**src/rtl/rasc_alu_pkg.sv**
```systemverilog
package rasc_alu_pkg;

    localparam int XLEN  = 32;
    localparam int SHAMT = $clog2(XLEN);
    localparam int HALF  = XLEN / 2;

    typedef enum logic [4:0] {
        OP_ADD  = 5'd0,
        OP_ADDU = 5'd1,
        OP_SUB  = 5'd2,
        OP_SUBU = 5'd3,
        OP_AND  = 5'd4,
        OP_OR   = 5'd5,
        OP_XOR  = 5'd6,
        OP_NOT  = 5'd7,
        OP_SLL  = 5'd8,
        OP_SRL  = 5'd9,
        OP_SRA  = 5'd10,
        OP_LHI  = 5'd11,
        OP_SEQ  = 5'd12,
        OP_SNE  = 5'd13,
        OP_SLT  = 5'd14,
        OP_SGT  = 5'd15,
        OP_SLTU = 5'd16,
        OP_SGTU = 5'd17
    } op_e;

    typedef struct packed {
        logic [XLEN-1:0] value;
        logic            ovf;
    } sum_t;

    typedef struct packed {
        logic eq;
        logic lt_s;
        logic lt_u;
    } rel_t;

    function automatic logic is_subtract(op_e op);
        return (op == OP_SUB) || (op == OP_SUBU);
    endfunction

    function automatic logic is_compare(op_e op);
        return (op >= OP_SEQ) && (op <= OP_SGTU);
    endfunction

    function automatic logic is_signed_arith(op_e op);
        return (op == OP_ADD) || (op == OP_SUB);
    endfunction

endpackage

```
**src/rtl/rasc_addsub.sv**
```systemverilog
module rasc_addsub
    import rasc_alu_pkg::*;
#(
    parameter int W = XLEN
) (
    input  logic [W-1:0] a,
    input  logic [W-1:0] b,
    input  logic         sub,
    output logic [W-1:0] sum,
    output logic         ovf
);
    logic [W-1:0] b_eff;
    logic [W:0]   raw;

    always_comb begin
        b_eff = sub ? ~b : b;
        raw   = {1'b0, a} + {1'b0, b_eff} + {{W{1'b0}}, sub};
        sum   = raw[W-1:0];
        // signed overflow: like-signed effective operands, result sign differs
        ovf   = (a[W-1] == b_eff[W-1]) && (sum[W-1] != a[W-1]);
    end
endmodule

```
**src/rtl/rasc_shifter.sv**
```systemverilog
module rasc_shifter
    import rasc_alu_pkg::*;
#(
    parameter int W  = XLEN,
    localparam int SW = $clog2(W)
) (
    input  logic [W-1:0]  val,
    input  logic [SW-1:0] amt,
    input  logic          right,
    input  logic          arith,
    output logic [W-1:0]  out
);
    logic [W-1:0] val_rev;
    logic [W-1:0] stage [SW+1];
    logic [W-1:0] stage_rev;
    logic         fill;

    // bit reversal lets one right-shifter serve left shifts too
    for (genvar i = 0; i < W; i++) begin : g_rev
        assign val_rev[i]   = val[W-1-i];
        assign stage_rev[i] = stage[SW][W-1-i];
    end

    assign fill     = right & arith & val[W-1];
    assign stage[0] = right ? val : val_rev;

    for (genvar s = 0; s < SW; s++) begin : g_stage
        localparam int D = 1 << s;
        assign stage[s+1] = amt[s] ? {{D{fill}}, stage[s][W-1:D]} : stage[s];
    end

    assign out = right ? stage[SW] : stage_rev;
endmodule

```
**src/rtl/rasc_compare.sv**
```systemverilog
module rasc_compare
    import rasc_alu_pkg::*;
#(
    parameter int W = XLEN
) (
    input  logic [W-1:0] a,
    input  logic [W-1:0] b,
    output rel_t         rel
);
    logic [W:0] diff_s;
    logic [W:0] diff_u;

    always_comb begin
        diff_s   = {a[W-1], a} - {b[W-1], b};
        diff_u   = {1'b0, a} - {1'b0, b};
        rel.eq   = (a == b);
        rel.lt_s = diff_s[W];
        rel.lt_u = diff_u[W];
    end
endmodule

```
**src/rtl/rasc_alu.sv**
```systemverilog
module rasc_alu
    import rasc_alu_pkg::*;
(
    input  logic [4:0]      op_sel,
    input  logic [XLEN-1:0] opa,
    input  logic [XLEN-1:0] opb,
    output logic [XLEN-1:0] result,
    output logic            ovf
);
    op_e             op;
    sum_t            as_out;
    rel_t            rel;
    logic [XLEN-1:0] sh_out;
    logic            hit;

    assign op = op_e'(op_sel);

    rasc_addsub #(.W(XLEN)) u_addsub (
        .a   (opa),
        .b   (opb),
        .sub (is_subtract(op)),
        .sum (as_out.value),
        .ovf (as_out.ovf)
    );

    rasc_shifter #(.W(XLEN)) u_shift (
        .val   (opa),
        .amt   (opb[SHAMT-1:0]),
        .right (op != OP_SLL),
        .arith (op == OP_SRA),
        .out   (sh_out)
    );

    rasc_compare #(.W(XLEN)) u_cmp (
        .a   (opa),
        .b   (opb),
        .rel (rel)
    );

    always_comb begin
        hit = 1'b0;
        unique case (op)
            OP_SEQ:  hit = rel.eq;
            OP_SNE:  hit = !rel.eq;
            OP_SLT:  hit = rel.lt_s;
            OP_SGT:  hit = !rel.lt_s && !rel.eq;
            OP_SLTU: hit = rel.lt_u;
            OP_SGTU: hit = !rel.lt_u && !rel.eq;
            default: hit = 1'b0;
        endcase
    end

    always_comb begin
        result = '0;
        ovf    = is_signed_arith(op) & as_out.ovf;
        case (op)
            OP_ADD, OP_ADDU, OP_SUB, OP_SUBU: result = as_out.value;
            OP_AND:  result = opa & opb;
            OP_OR:   result = opa | opb;
            OP_XOR:  result = opa ^ opb;
            OP_NOT:  result = ~opa;
            OP_SLL, OP_SRL, OP_SRA: result = sh_out;
            OP_LHI:  result = {opb[HALF-1:0], {HALF{1'b0}}};
            default: result = is_compare(op) ? {{(XLEN-1){1'b0}}, hit} : '0;
        endcase
    end

    // Checks on the settled outputs against the operands
    always_comb begin

        no_overflow_chk: assert (is_signed_arith(op) || !ovf)
            else $error("overflow flag raised for a non-signed operation");

        cmp_bool_chk: assert (!is_compare(op) || result[XLEN-1:1] == '0)
            else $error("compare result is not 0 or 1");

        seq_match_chk: assert (op != OP_SEQ || result[0] == (opa == opb))
            else $error("equality result disagrees with operands");

        lhi_low_chk: assert (op != OP_LHI || result[HALF-1:0] == '0)
            else $error("load-high left low half nonzero");

        sra_sign_chk: assert (op != OP_SRA || result[XLEN-1] == opa[XLEN-1])
            else $error("arithmetic shift lost the sign");

        addu_no_flag_chk: assert (!(op == OP_ADDU || op == OP_SUBU) || !ovf)
            else $error("unsigned arithmetic flagged overflow");

        undef_zero_chk: assert (op_sel <= 5'd17 || (result == '0 && !ovf))
            else $error("undefined code produced a nonzero result");
    end
endmodule

```
**config.mk**
```make
export PLATFORM = sky130hd
export DESIGN_NAME = rasc_alu
export DESIGN_NICKNAME = d
export VERILOG_FILES = /design/src/rtl/rasc_alu_pkg.sv /design/src/rtl/rasc_addsub.sv /design/src/rtl/rasc_shifter.sv /design/src/rtl/rasc_compare.sv /design/src/rtl/rasc_alu.sv
export SDC_FILE = /design/constraint.sdc
export NUM_CORES = 1
export LEC_CHECK = 0
export CAP_MARGIN = 15
export CORE_MARGIN = 2
export CORE_UTILIZATION = 40
export DETAILED_ROUTE_END_ITERATION = 8
export GPL_TIMING_DRIVEN = 1
export PLACE_DENSITY = 0.62
export SLEW_MARGIN = 10
export SYNTH_ARGS = -nofsm -noshare
export SYNTH_HDL_FRONTEND = slang
export SYNTH_HIERARCHICAL = 1
export SYNTH_SLANG_ARGS = --single-unit
```
**constraint.sdc**
```tcl
create_clock -name vclk -period 6.96
set_input_delay 1.74 -clock vclk [all_inputs]
set_output_delay 1.74 -clock vclk [all_outputs]
set_load 0.005 [all_outputs]
```
Word level (Yosys, flattened, before mapping)
Index checks and enable logic that the tools add are counted.
Storage, ports and cells
  input port bits: 69
  register bits after elaboration: 0
  logic and storage cells: 58
  output and inout port bits: 33
Cells by class
  multiplexer cells: 11
  reduce and logical (&&, ||, !) cells: 12
  equal/unequal tests: 21
  bitwise gates (word level): 8
  magnitude comparators: 2
  add/subtract/negate cells: 4
Operators by type and width (number)
  2-to-1 mux 32 bit: 8
  case mux 32 bit (7 select lines): 1
  subtractor 32 x 32 -> 33 bit: 2
  inverter 32 bit: 2
  == test 5 x 4 -> 1 bit, second input constant: 8
  adder 32 x 1 -> 32 bit: 1
  adder 32 bit: 1
  AND 32 bit: 1
  == test 32 bit: 1
  bitwise OR 32 bit: 1
  bitwise XOR 32 bit: 1
  == test 5 x 3 -> 1 bit, second input constant: 4
  == test 5 x 2 -> 1 bit, second input constant: 2
  == test 5 bit, second input constant: 2
  case mux 1 bit (6 select lines): 1
  == test 5 x 1 -> 1 bit, second input constant: 1
  >= comparator 5 x 4 -> 1 bit, second input constant: 1
  less-or-equal comparator 5 bit, second input constant: 1
  logical NOT 5 bit: 1
  inequality test 5 x 4 -> 1 bit, second input constant: 1
  logical AND 1 bit: 4
  OR reduction 4 bit: 1
  AND 1 bit: 3
  logical NOT 1 bit: 3
  other kinds (5): 6

Depth between registers and ports, before layout
Gate-level depths: netlist (run 1).
  depth after elaboration: 10
  mapped depth: 18

Modules after synthesis
The synthesis (run 1) kept the hierarchy.
By module, submodules not included
  rasc_shifter: times used 1, cells each 479, area each 3881.2 um^2, sequential area each 0.0 um^2
  rasc_alu: times used 1, cells each 349, area each 2657.5 um^2, sequential area each 0.0 um^2
  rasc_addsub: times used 1, cells each 274, area each 2068.2 um^2, sequential area each 0.0 um^2
  rasc_compare: times used 1, cells each 115, area each 820.8 um^2, sequential area each 0.0 um^2

Least setup slack after synthesis (run 1)
OpenSTA, ideal clock, no wires.
  path kind: input -> output
  from: in op_sel[3]
  to: out result[25]
  slack: -0.226 ns
  arrival: 5.446 ns
  stages on the path: 16
  path through: nor3_2 clkbuf_1 and2_1 buf_2 buf_1 xor2_1 ha_1 a21oi_1 o221ai_4 a311oi_4 nor3_2 o31ai_4 o21bai_1 xnor2_1 a22o_1 or3_1
RTL lines
  start: declaration: RTL line rasc_alu.sv:4  | input logic [4:0] op_sel,
  end: declaration: RTL line rasc_alu.sv:7  | output logic [XLEN-1:0] result,

==> results.md, run 1 <==
* Status: finished with violations
* Failing checks: negative setup slack
* Worst hold margin at 4.26 ns
* Most frequent cells in the layout: buf_4 (321), ha_1 (125), inv_1 (106)
* Area delta synth->final at 40.6%
* Num sequential at 0
* Area occupied by multi-input gates at 8710 µm²
* Max incr delay on CP at 0.35 ns
* Critical Path RT at 5.22 ns
* Hold Path Class: in2out
* Cell Area, Synth at 9430 µm²
* Slew Limit Headroom at 59.9%
* Synth Area in Compound Gates at 28.6%
* Worst Path Arrival at 5.30 ns
* Met3 capacity usage during global routing at 3.06%
* Initial DRC count at 1324
* Met2 usage at 55.9%
* CP Capture Type: primary output
* Yosys warning count at 6
* Max VDD drop at 0.0480 mV
* Fin crit period at 7.04 ns
* Worst-Margin Slew at 0.602 ns
* Core area at 23300 µm²
* Filler instances at 2228
* Top Family by Delay on Critical Path: compound AO/OA/AOI/OAI gates
* Crit-path max FO at 8
* Slowest CP cell: or3_1
* Setup WS post-layout at -0.0796 ns
* Post-Synth XOR/XNOR Area at 5.85%
* # IOs at 102
* Full die area at 24800 µm²
* Die X at 158 µm
* ANT nets after route at 0
* Initial Util at 40.4%
* Worst path bufs/invs at 6
* Inst Count DP at 1867
* Routed via count at 11700
* Number of global-route vias before repair at 10900
* Vias/cell at 6.19
* Leak pwr at 6.52 nW
* Power Dens Cells at 85.6 nW/µm²
* Max frequency at 0.142 GHz
* Synth Net Count at 1413
* Tot Pwr at 1.13 mW
* Worst setup SP type: primary input
* CP most frequent cell: buf_12
* Total Nets Final at 1773
* Final Hold Viols at 0
* Sequential share of the synthesized area at 0%
* Tot GR Track Use at 34.7%
* Register area at 0 µm²
* Largest family of logic cells by synthesized area: compound AO/OA/AOI/OAI gates
* Most common cell after layout, fill and taps aside: buf_4
* Grt met1 use at 47.7%
* Slew Viols, Final at 0
* Initial antenna violation count at 0
* GRT busiest layer: met2
* Post-DR wirelength/cell at 23.4 µm
* 1st-pass router iterations at 6
* Distinct cells, synth at 104
* Syn Inst Count at 1217
* Gp weighted congestion at 1.07
* RSZ-0062 raised after global routing: true
* Simple logic cell fraction of the synthesized area at 16.9%
* GRT Residual Overflow at 0
* Port Buffers at 102
* WS Path Type: in2out
* Die Height at 158 µm
* Adder and majority gate portion of the synthesized area at 16.9%
* ANT cells at 0
* Fin cells at 1894
* Dpl hpwl at 35600 µm
* # DRC at 0
* Final period util at 101%
* Syn avg cell area at 7.75 µm²
* Max Cap Viol at 0
* Final WL at 44300 µm
* Largest net degree at the start of global routing at 49
* Portion of netlist area occupied by mux cells at 21.0%
* Row count at 56
* # clk buffers at 0
* Share of layout cells above drive strength 1 at 31.2%
* First-pass GRT wire length at 65800 µm
* Final setup viols at 2
* Worst-path cell chain: buf_8 > nor3_4 > and2_4 > buf_12 > buf_12 > xor2_1 > ha_1 > buf_6 > a21o_1 > a31o_2 > nor3_2 > o21bai_2 > o31ai_4 > buf_4 > o21bai_1 > xnor2_1 > a22o_1 > or3_1 > buf_2
* CTS hold repair buffers at 0
[path summary, 6_finish.rpt]
check                 startpoint         end  slack, ns  cells after the start
worst max-delay path   op_sel[3]  result[25]      -0.08                     19
worst min-delay path   op_sel[3]   result[0]       4.26                      7
[power breakdown]
part / internal, mW / switching (mW) / total (mW)
sequential: 0 / 0 / 0
clock: 0 / 0 / 0
combinational: 0.552 / 0.583 / 1.13
[metal layers]
| metal | vias to the layer above | part of all wire (%) |
|---|---|---|
| met5 | - | 0 |
| met4 | 0 | 5.0 |
| met3 | 138 | 8.2 |
| met2 | 680 | 45 |
| met1 | 5605 | 42 |
| li1 | 5307 | - |
[metrics by stage]
step	setup slack (ns)	utilization [%]	instance area, µm²	TNS (ns)
5_1_grt	-0.187	56.8	13300	-0.416
3_5_place_dp	-0.636	54.5	12700	-13.93
3_3_place_gp	-0.675	54.5	12700	-13.27
2_1_floorplan	0.0591	-	9430	0
6_report	-0.0796	56.8	13300	-0.0878
4_1_cts	0.00198	56.1	13100	0
[cells in the mapped netlist, types with 6 or more instances]
| master | count | area [µm²] |
|---|---|---|
| a211o_1 | 8 | 70.1 |
| a211oi_1 | 9 | 67.6 |
| a21o_1 | 20 | 150 |
| a21oi_1 | 60 | 300 |
| a222oi_1 | 15 | 150 |
| a22oi_1 | 29 | 218 |
| a31oi_1 | 11 | 68.8 |
| a32oi_1 | 6 | 52.6 |
| and3_1 | 12 | 75.1 |
| buf_1 | 8 | 30.0 |
| buf_2 | 23 | 115 |
| buf_6 | 10 | 113 |
| clkbuf_1 | 25 | 93.8 |
| ha_1 | 126 | 1580 |
| inv_1 | 106 | 398 |
| mux2_2 | 20 | 225 |
| mux2i_1 | 89 | 891 |
| mux4_2 | 29 | 653 |
| nand2_1 | 90 | 338 |
| nand2b_1 | 14 | 87.6 |
| nand3_1 | 32 | 160 |
| nand4_1 | 11 | 68.8 |
| nor2_1 | 63 | 236 |
| nor2b_1 | 15 | 93.8 |
| nor3_1 | 15 | 75.1 |
| nor4_1 | 7 | 43.8 |
| o211ai_1 | 18 | 135 |
| o21a_1 | 9 | 67.6 |
| o21ai_0 | 42 | 210 |
| o21ai_1 | 22 | 110 |
| o21bai_1 | 9 | 67.6 |
| o22ai_1 | 40 | 250 |
| o2bb2ai_1 | 6 | 52.6 |
| xnor2_1 | 22 | 193 |
| xor2_1 | 41 | 359 |
[final cells by class]
class | instances | area share [%]
Inverter | 108 | 3.08
Multi-Input combinational cell | 1024 | 65.7
Tap cell | 319 | 3.01
Timing Repair Buffer | 443 | 28.2
[cell families after synthesis]
group	count (synthesis)
compound gates	376
xor+xnor	63
fa+ha+maj	127
buf+inv	193
mux	151
simple gates	307
[timing repair]
action	4_1_cts	5_1_grt
setup endpoints to repair	33	24
endpoints found under the hold margin	0	0
pin swaps	34	25
buffers inserted	22	5
gates resized for setup	81	49
Note: power is estimated with default switching activity, not from simulation.
==> inputs of run 2 (changes only) <==
GPL_TIMING_DRIVEN = not set   (was 1)
PLACE_DENSITY = 0.6   (was 0.62)
clock period = 8.6 ns   (was 6.96 ns; I/O delays follow)
==> results.md, run 2 (synthesis results as in run 1) <==
* Die X at 158 µm (unchanged)
* Tot GR Track Use at 32.2% (-2.5 points)
* Register area at 0 µm² (unchanged)
* # DRC at 0 (unchanged)
* Initial Util at 40.4% (unchanged)
* # IOs at 102 (unchanged)
* 1st-pass router iterations at 6 (unchanged)
* Dpl hpwl at 32800 µm (-7.8%)
* Final WL at 40800 µm (-7.8%)
* Worst-Margin Slew at 0.783 ns (+0.181 ns)
* Hold path depth at 4 (-3)
* CP endpoint: result[22]
* Leak pwr at 5.12 nW (-21%)
* Share of layout cells above drive strength 1 at 15.7% (-15 points)
* Crit path from: op_sel[3]
* Max VDD drop at 0.0280 mV (-42%)
* Total Nets Final at 1540 (-13%)
* Initial antenna violation count at 1 (+1)
* Fin crit period at 8.53 ns
* Gp weighted congestion at 0.995 (-6.8%)
* GRT Residual Overflow at 0 (unchanged)
* Final period util at 99.2%
* Worst Path Arrival at 6.38 ns (+1.08 ns)
* Vias/cell at 6.39 (+3.1%)
* Inst Count DP at 1655 (-11%)
* Cell Area, Placed at 11100 µm² (-13%)
* Slew Viols, Final at 0 (unchanged)
* Final setup viols at 0 (-2)
* Fin cells at 1661 (-12%)
* CP Capture Type: primary output
* Worst setup SP type: primary input
* Area delta synth->final at 18.2%
* Worst hold margin at 5.31 ns (+1.05 ns)
* Full die area at 24800 µm² (unchanged)
* Routed via count at 10600 (-9.5%)
* Post-route cell area at 11100 µm² (-16%)
* First-pass GRT wire length at 61500 µm (-6.5%)
* Most frequent cells in the layout: ha_1 (126), inv_1 (106), buf_4 (104)
* Die Height at 158 µm (unchanged)
* ANT cells at 0 (unchanged)
* Number of global-route vias before repair at 9933 (-9.2%)
* Most common cell after layout, fill and taps aside: ha_1
* Post-DR wirelength/cell at 24.6 µm (+5.1%)
* Initial DRC count at 1158 (-13%)
* Slew Limit Headroom at 47.8% (-12 points)
* Hold Path Class: in2out
* Status: complete, no violations
* Largest net degree at the start of global routing at 52 (+6.1%)
* # clk buffers at 0 (unchanged)
* Crit-path max FO at 24 (+16)
* Num sequential at 0 (unchanged)
* Row count at 56 (unchanged)
* WS Path Type: in2out
* Critical Path RT at 6.45 ns (+1.23 ns)
* Max frequency at 0.117 GHz
* ANT nets after route at 0 (unchanged)
* Final Hold Viols at 0 (unchanged)
* Core area at 23300 µm² (unchanged)
* Port Buffers at 102 (unchanged)
* Max Cap Viol at 0 (unchanged)
* Power Dens Cells at 66.6 nW/µm² (-22%)
[run 2: cell types whose count changed in the layout (fill, tap and decap cells not counted), sizes merged]
cell / before / now
buf: 349 / 112
clkbuf: 3 / 0
clkdlybuf4s50: 67 / 97
clkinv: 1 / 2
dlygate4sd2: 11 / 0
dlymetal6s2s: 13 / 1
inv: 107 / 106
[run 2: power by group]
| part | switching, mW | internal (mW) | leakage [nW] | total (mW) |
|---|---|---|---|---|
| clock | 0 | 0 | 0 | 0 |
| sequential | 0 | 0 | 0 | 0 |
| combinational | 0.422 | 0.320 | 5.12 | 0.742 |
[run 2: worst max-delay path, cell delays in order]
cell             delay, ns
clkdlybuf4s50_1       0.53
buf_4                 0.18
nor3b_1               0.31
nand2_2               0.13
buf_12                0.18
or2_2                 0.40
o22ai_1               0.24
nor2_1                0.15
a22o_1                0.25
a311o_1               0.39
o31ai_2               0.32
nand2_1               0.09
a21oi_1               0.29
nand4b_1              0.21
clkdlybuf4s50_1       0.53
[run 2: through the flow]
step	total power, mW	worst slack, ns	util [%]	setup TNS [ns]
3_3_place_gp	0.720	0.0733	47.5	0
2_1_floorplan	0.443	0.594	-	0
3_5_place_dp	0.719	0.0399	47.5	0
5_1_grt	0.792	-0.00653	47.8	-0.00653
4_1_cts	0.723	0.0155	47.5	0
6_report	0.742	0.0697	47.8	0
[run 2: repair_timing]
item | 4_1_cts | 5_1_grt
setup buffers | 0 | 6
endpoints found under the setup margin | 0 | 11
gates resized for setup | 0 | 7
hold buffers | 0 | 0
[run 2: worst min-delay path by stage]
stage	slack (ns)	end	start
after floorplan	4.51	result[16]	opa[16]
after global placement	5.34	result[2]	opb[2]
after detailed placement	5.32	result[2]	opb[2]
after CTS	5.32	result[2]	opb[2]
after global routing	5.36	result[2]	opb[2]
final	5.31	result[19]	op_sel[0]
[run 2: cell type report]
cell class	count	area, µm²
Inverter	108	407
Multi-Input combinational cell	1024	8460
Tap cell	319	399
Fill cell	2400	12200
Timing Repair Buffer	210	1880
[run 2: metal layers]
metal  routed length [µm]  GRT usage (%)  share of wire [%]
met1                17000           43.5                 42
met2                18200           51.6                 44
met3                 3460           3.69                8.5
met4                 2230           14.1                5.5
met5                   17              0              0.042
==> inputs of run 3 (changes only) <==
GPL_TIMING_DRIVEN = 0   (was not set)
==> results.md, run 3 (synthesis results as in run 1) <==
* Status: complete, no violations
* Most frequent cells in the layout: ha_1 (125), inv_1 (106), clkdlybuf4s50_1 (94)
* # DRC at 0 (unchanged)
* Crit path from: opb[3]
* Post-route cell area at 11100 µm² (about the same)
* Filler instances at 2398 (-0.083%)
* Tot Pwr at 769 µW (+3.7%)
* Tot GR Track Use at 35.6% (+3.4 points)
* Core area at 23300 µm² (unchanged)
* Die Height at 158 µm (unchanged)
* Max frequency at 0.117 GHz (-0.27%)
* Num sequential at 0 (unchanged)
* Worst-path cell chain: clkdlybuf4s50_1 > clkinv_1 > nor2_1 > nand2_1 > o22ai_1 > or3_1 > a2bb2oi_1 > mux2i_1 > o22ai_1 > a211o_1 > clkdlybuf4s50_1
* Max Cap Viol at 0 (unchanged)
* Most common cell after layout, fill and taps aside: ha_1
* CP Capture Type: primary output
* Register area at 0 µm² (unchanged)
* Final Hold Viols at 0 (unchanged)
* Slew Limit Headroom at 35.5% (-12 points)
* Row count at 56 (unchanged)
* Vias/cell at 6.58 (+3.0%)
* Critical Path RT at 6.45 ns (about the same)
* Gp weighted congestion at 1.02 (+2.5%)
* ANT cells at 0 (unchanged)
* Crit-path max FO at 10 (-58%)
* Largest net degree at the start of global routing at 15 (-71%)
* Top Family by Delay on Critical Path: buffers and inverters
* Worst setup SP type: primary input
* Number of global-route vias before repair at 10100 (+1.7%)
* WS Path Type: in2out
* Dpl hpwl at 35800 µm (+9.2%)
* Full die area at 24800 µm² (unchanged)
* Final period util at 99.5% (+0.27 points)
* Slew Viols, Final at 0 (unchanged)
* Fin crit period at 8.55 ns (+0.0232 ns)
* Max incr delay on CP at 0.86 ns (+0.33 ns)
* Total Nets Final at 1528 (-0.78%)
* Hold Path Class: in2out
* Post-DR wirelength/cell at 27.5 µm (+12%)
* # clk buffers at 0 (unchanged)
* ANT nets after route at 0 (unchanged)
* Power Dens Cells at 69.0 nW/µm² (+3.6%)
* Area delta synth->final at 18.2% (about the same)
* GRT Residual Overflow at 0 (unchanged)
* Initial Util at 40.4% (unchanged)
* Initial antenna violation count at 1 (unchanged)
* Port Buffers at 100 (-2.0%)
* Total Neg Setup Slack at 0 ns (unchanged)
* Share of layout cells above drive strength 1 at 14.3% (-1.4 points)
* Max VDD drop at 0.0407 mV (+45%)
* Worst-Margin Slew at 0.960 ns (+0.178 ns)
* Initial DRC count at 1289 (+11%)
* Worst path bufs/invs at 3 (-1)
* Cell Area, Placed at 10800 µm² (-2.2%)
* Setup WS post-layout at 0.0465 ns (-0.0232 ns)
* CP endpoint: result[30]
* Slowest CP cell: clkdlybuf4s50_1
* First-pass GRT wire length at 66300 µm (+7.8%)
* 1st-pass router iterations at 6 (unchanged)
* Leak pwr at 5.02 nW (-1.9%)
* Post-placement worst setup slack at -1.73 ns (-1.77 ns)
* Die X at 158 µm (unchanged)
* Final setup viols at 0 (unchanged)
* Worst path depth at 11 (-4)
* Post-layout util at 47.8% (about the same)
* Area occupied by multi-input gates at 8580 µm² (+1.4%)
* Routed via count at 10900 (+2.3%)
* Worst Path Arrival at 6.40 ns (+0.02 ns)
* # IOs at 102 (unchanged)
* Final WL at 45300 µm (+11%)
run 3: cell types whose count changed in the layout (fill, tap and decap cells not counted), sizes merged:
cell / before / now
buf: 112 / 68
dlygate4sd2: 0 / 1
clkdlybuf4s50: 97 / 94
dlymetal6s2s: 1 / 2
inv: 106 / 107
dlygate4sd1: 0 / 1
clkinv: 2 / 1
clkbuf: 0 / 32
run 3: layout make-up:
| type | instances | area share, % |
|---|---|---|
| Inverter | 108 | 3.64 |
| Timing Repair Buffer | 113 | 9.75 |
| Multi-Input combinational cell | 1024 | 77.0 |
| Tap cell | 319 | 3.58 |
| Buffer | 85 | 6.07 |
run 3: where the power goes:
part	internal [mW]	switching, mW	leakage [nW]	total [mW]
clock	0	0	0	0
combinational	0.318	0.452	5.02	0.769
sequential	0	0	0	0
total	0.318	0.452	5.02	0.769
run 3: metal layers:
| metal | track usage [%] | part of all wire, % | vias up | routed length, µm |
|---|---|---|---|---|
| li1 | - | - | 4828 | - |
| met1 | 47.9 | 41 | 5242 | 18700 |
| met2 | 59.3 | 45 | 656 | 20500 |
| met3 | 3.80 | 9.0 | 123 | 4070 |
| met4 | 11.4 | 4.4 | 2 | 1970 |
| met5 | 0 | 0.015 | - | 7 |
run 3: worst min-delay path by stage:
stage | from | to | slack (ns) | depth (start not counted)
global route | op_sel[3] | ovf | 5.38 | 5
floorplan | opa[16] | result[16] | 4.51 | 3
detailed placement | op_sel[1] | result[0] | 5.31 | 6
CTS | op_sel[1] | result[23] | 5.32 | 6
global placement | op_sel[1] | result[0] | 5.33 | 6
finish | op_sel[1] | result[23] | 5.32 | 6
run 3: repair_timing:
item / in CTS / in global routing
setup buffers: 8 / 5
pin swaps: 7 / 14
hold buffers: 0 / 0
gates resized for setup: 54 / 28
setup endpoints to repair: 33 / 18
run 3: tightest hold or removal path, stage by stage:
cell and delay (ns):
buf_6 0.14, nor2_4 0.09, nand3_1 0.09, o211ai_1 0.09
nand2b_1 0.16, clkdlybuf4s50_1 0.45
run 3: through the flow:
stage	hold WS (ns)	instances
2_1_floorplan	4.51	1217
3_3_place_gp	5.33	1636
3_5_place_dp	5.31	1636
4_1_cts	5.32	1644
5_1_grt	5.38	1649
6_report	5.32	1649
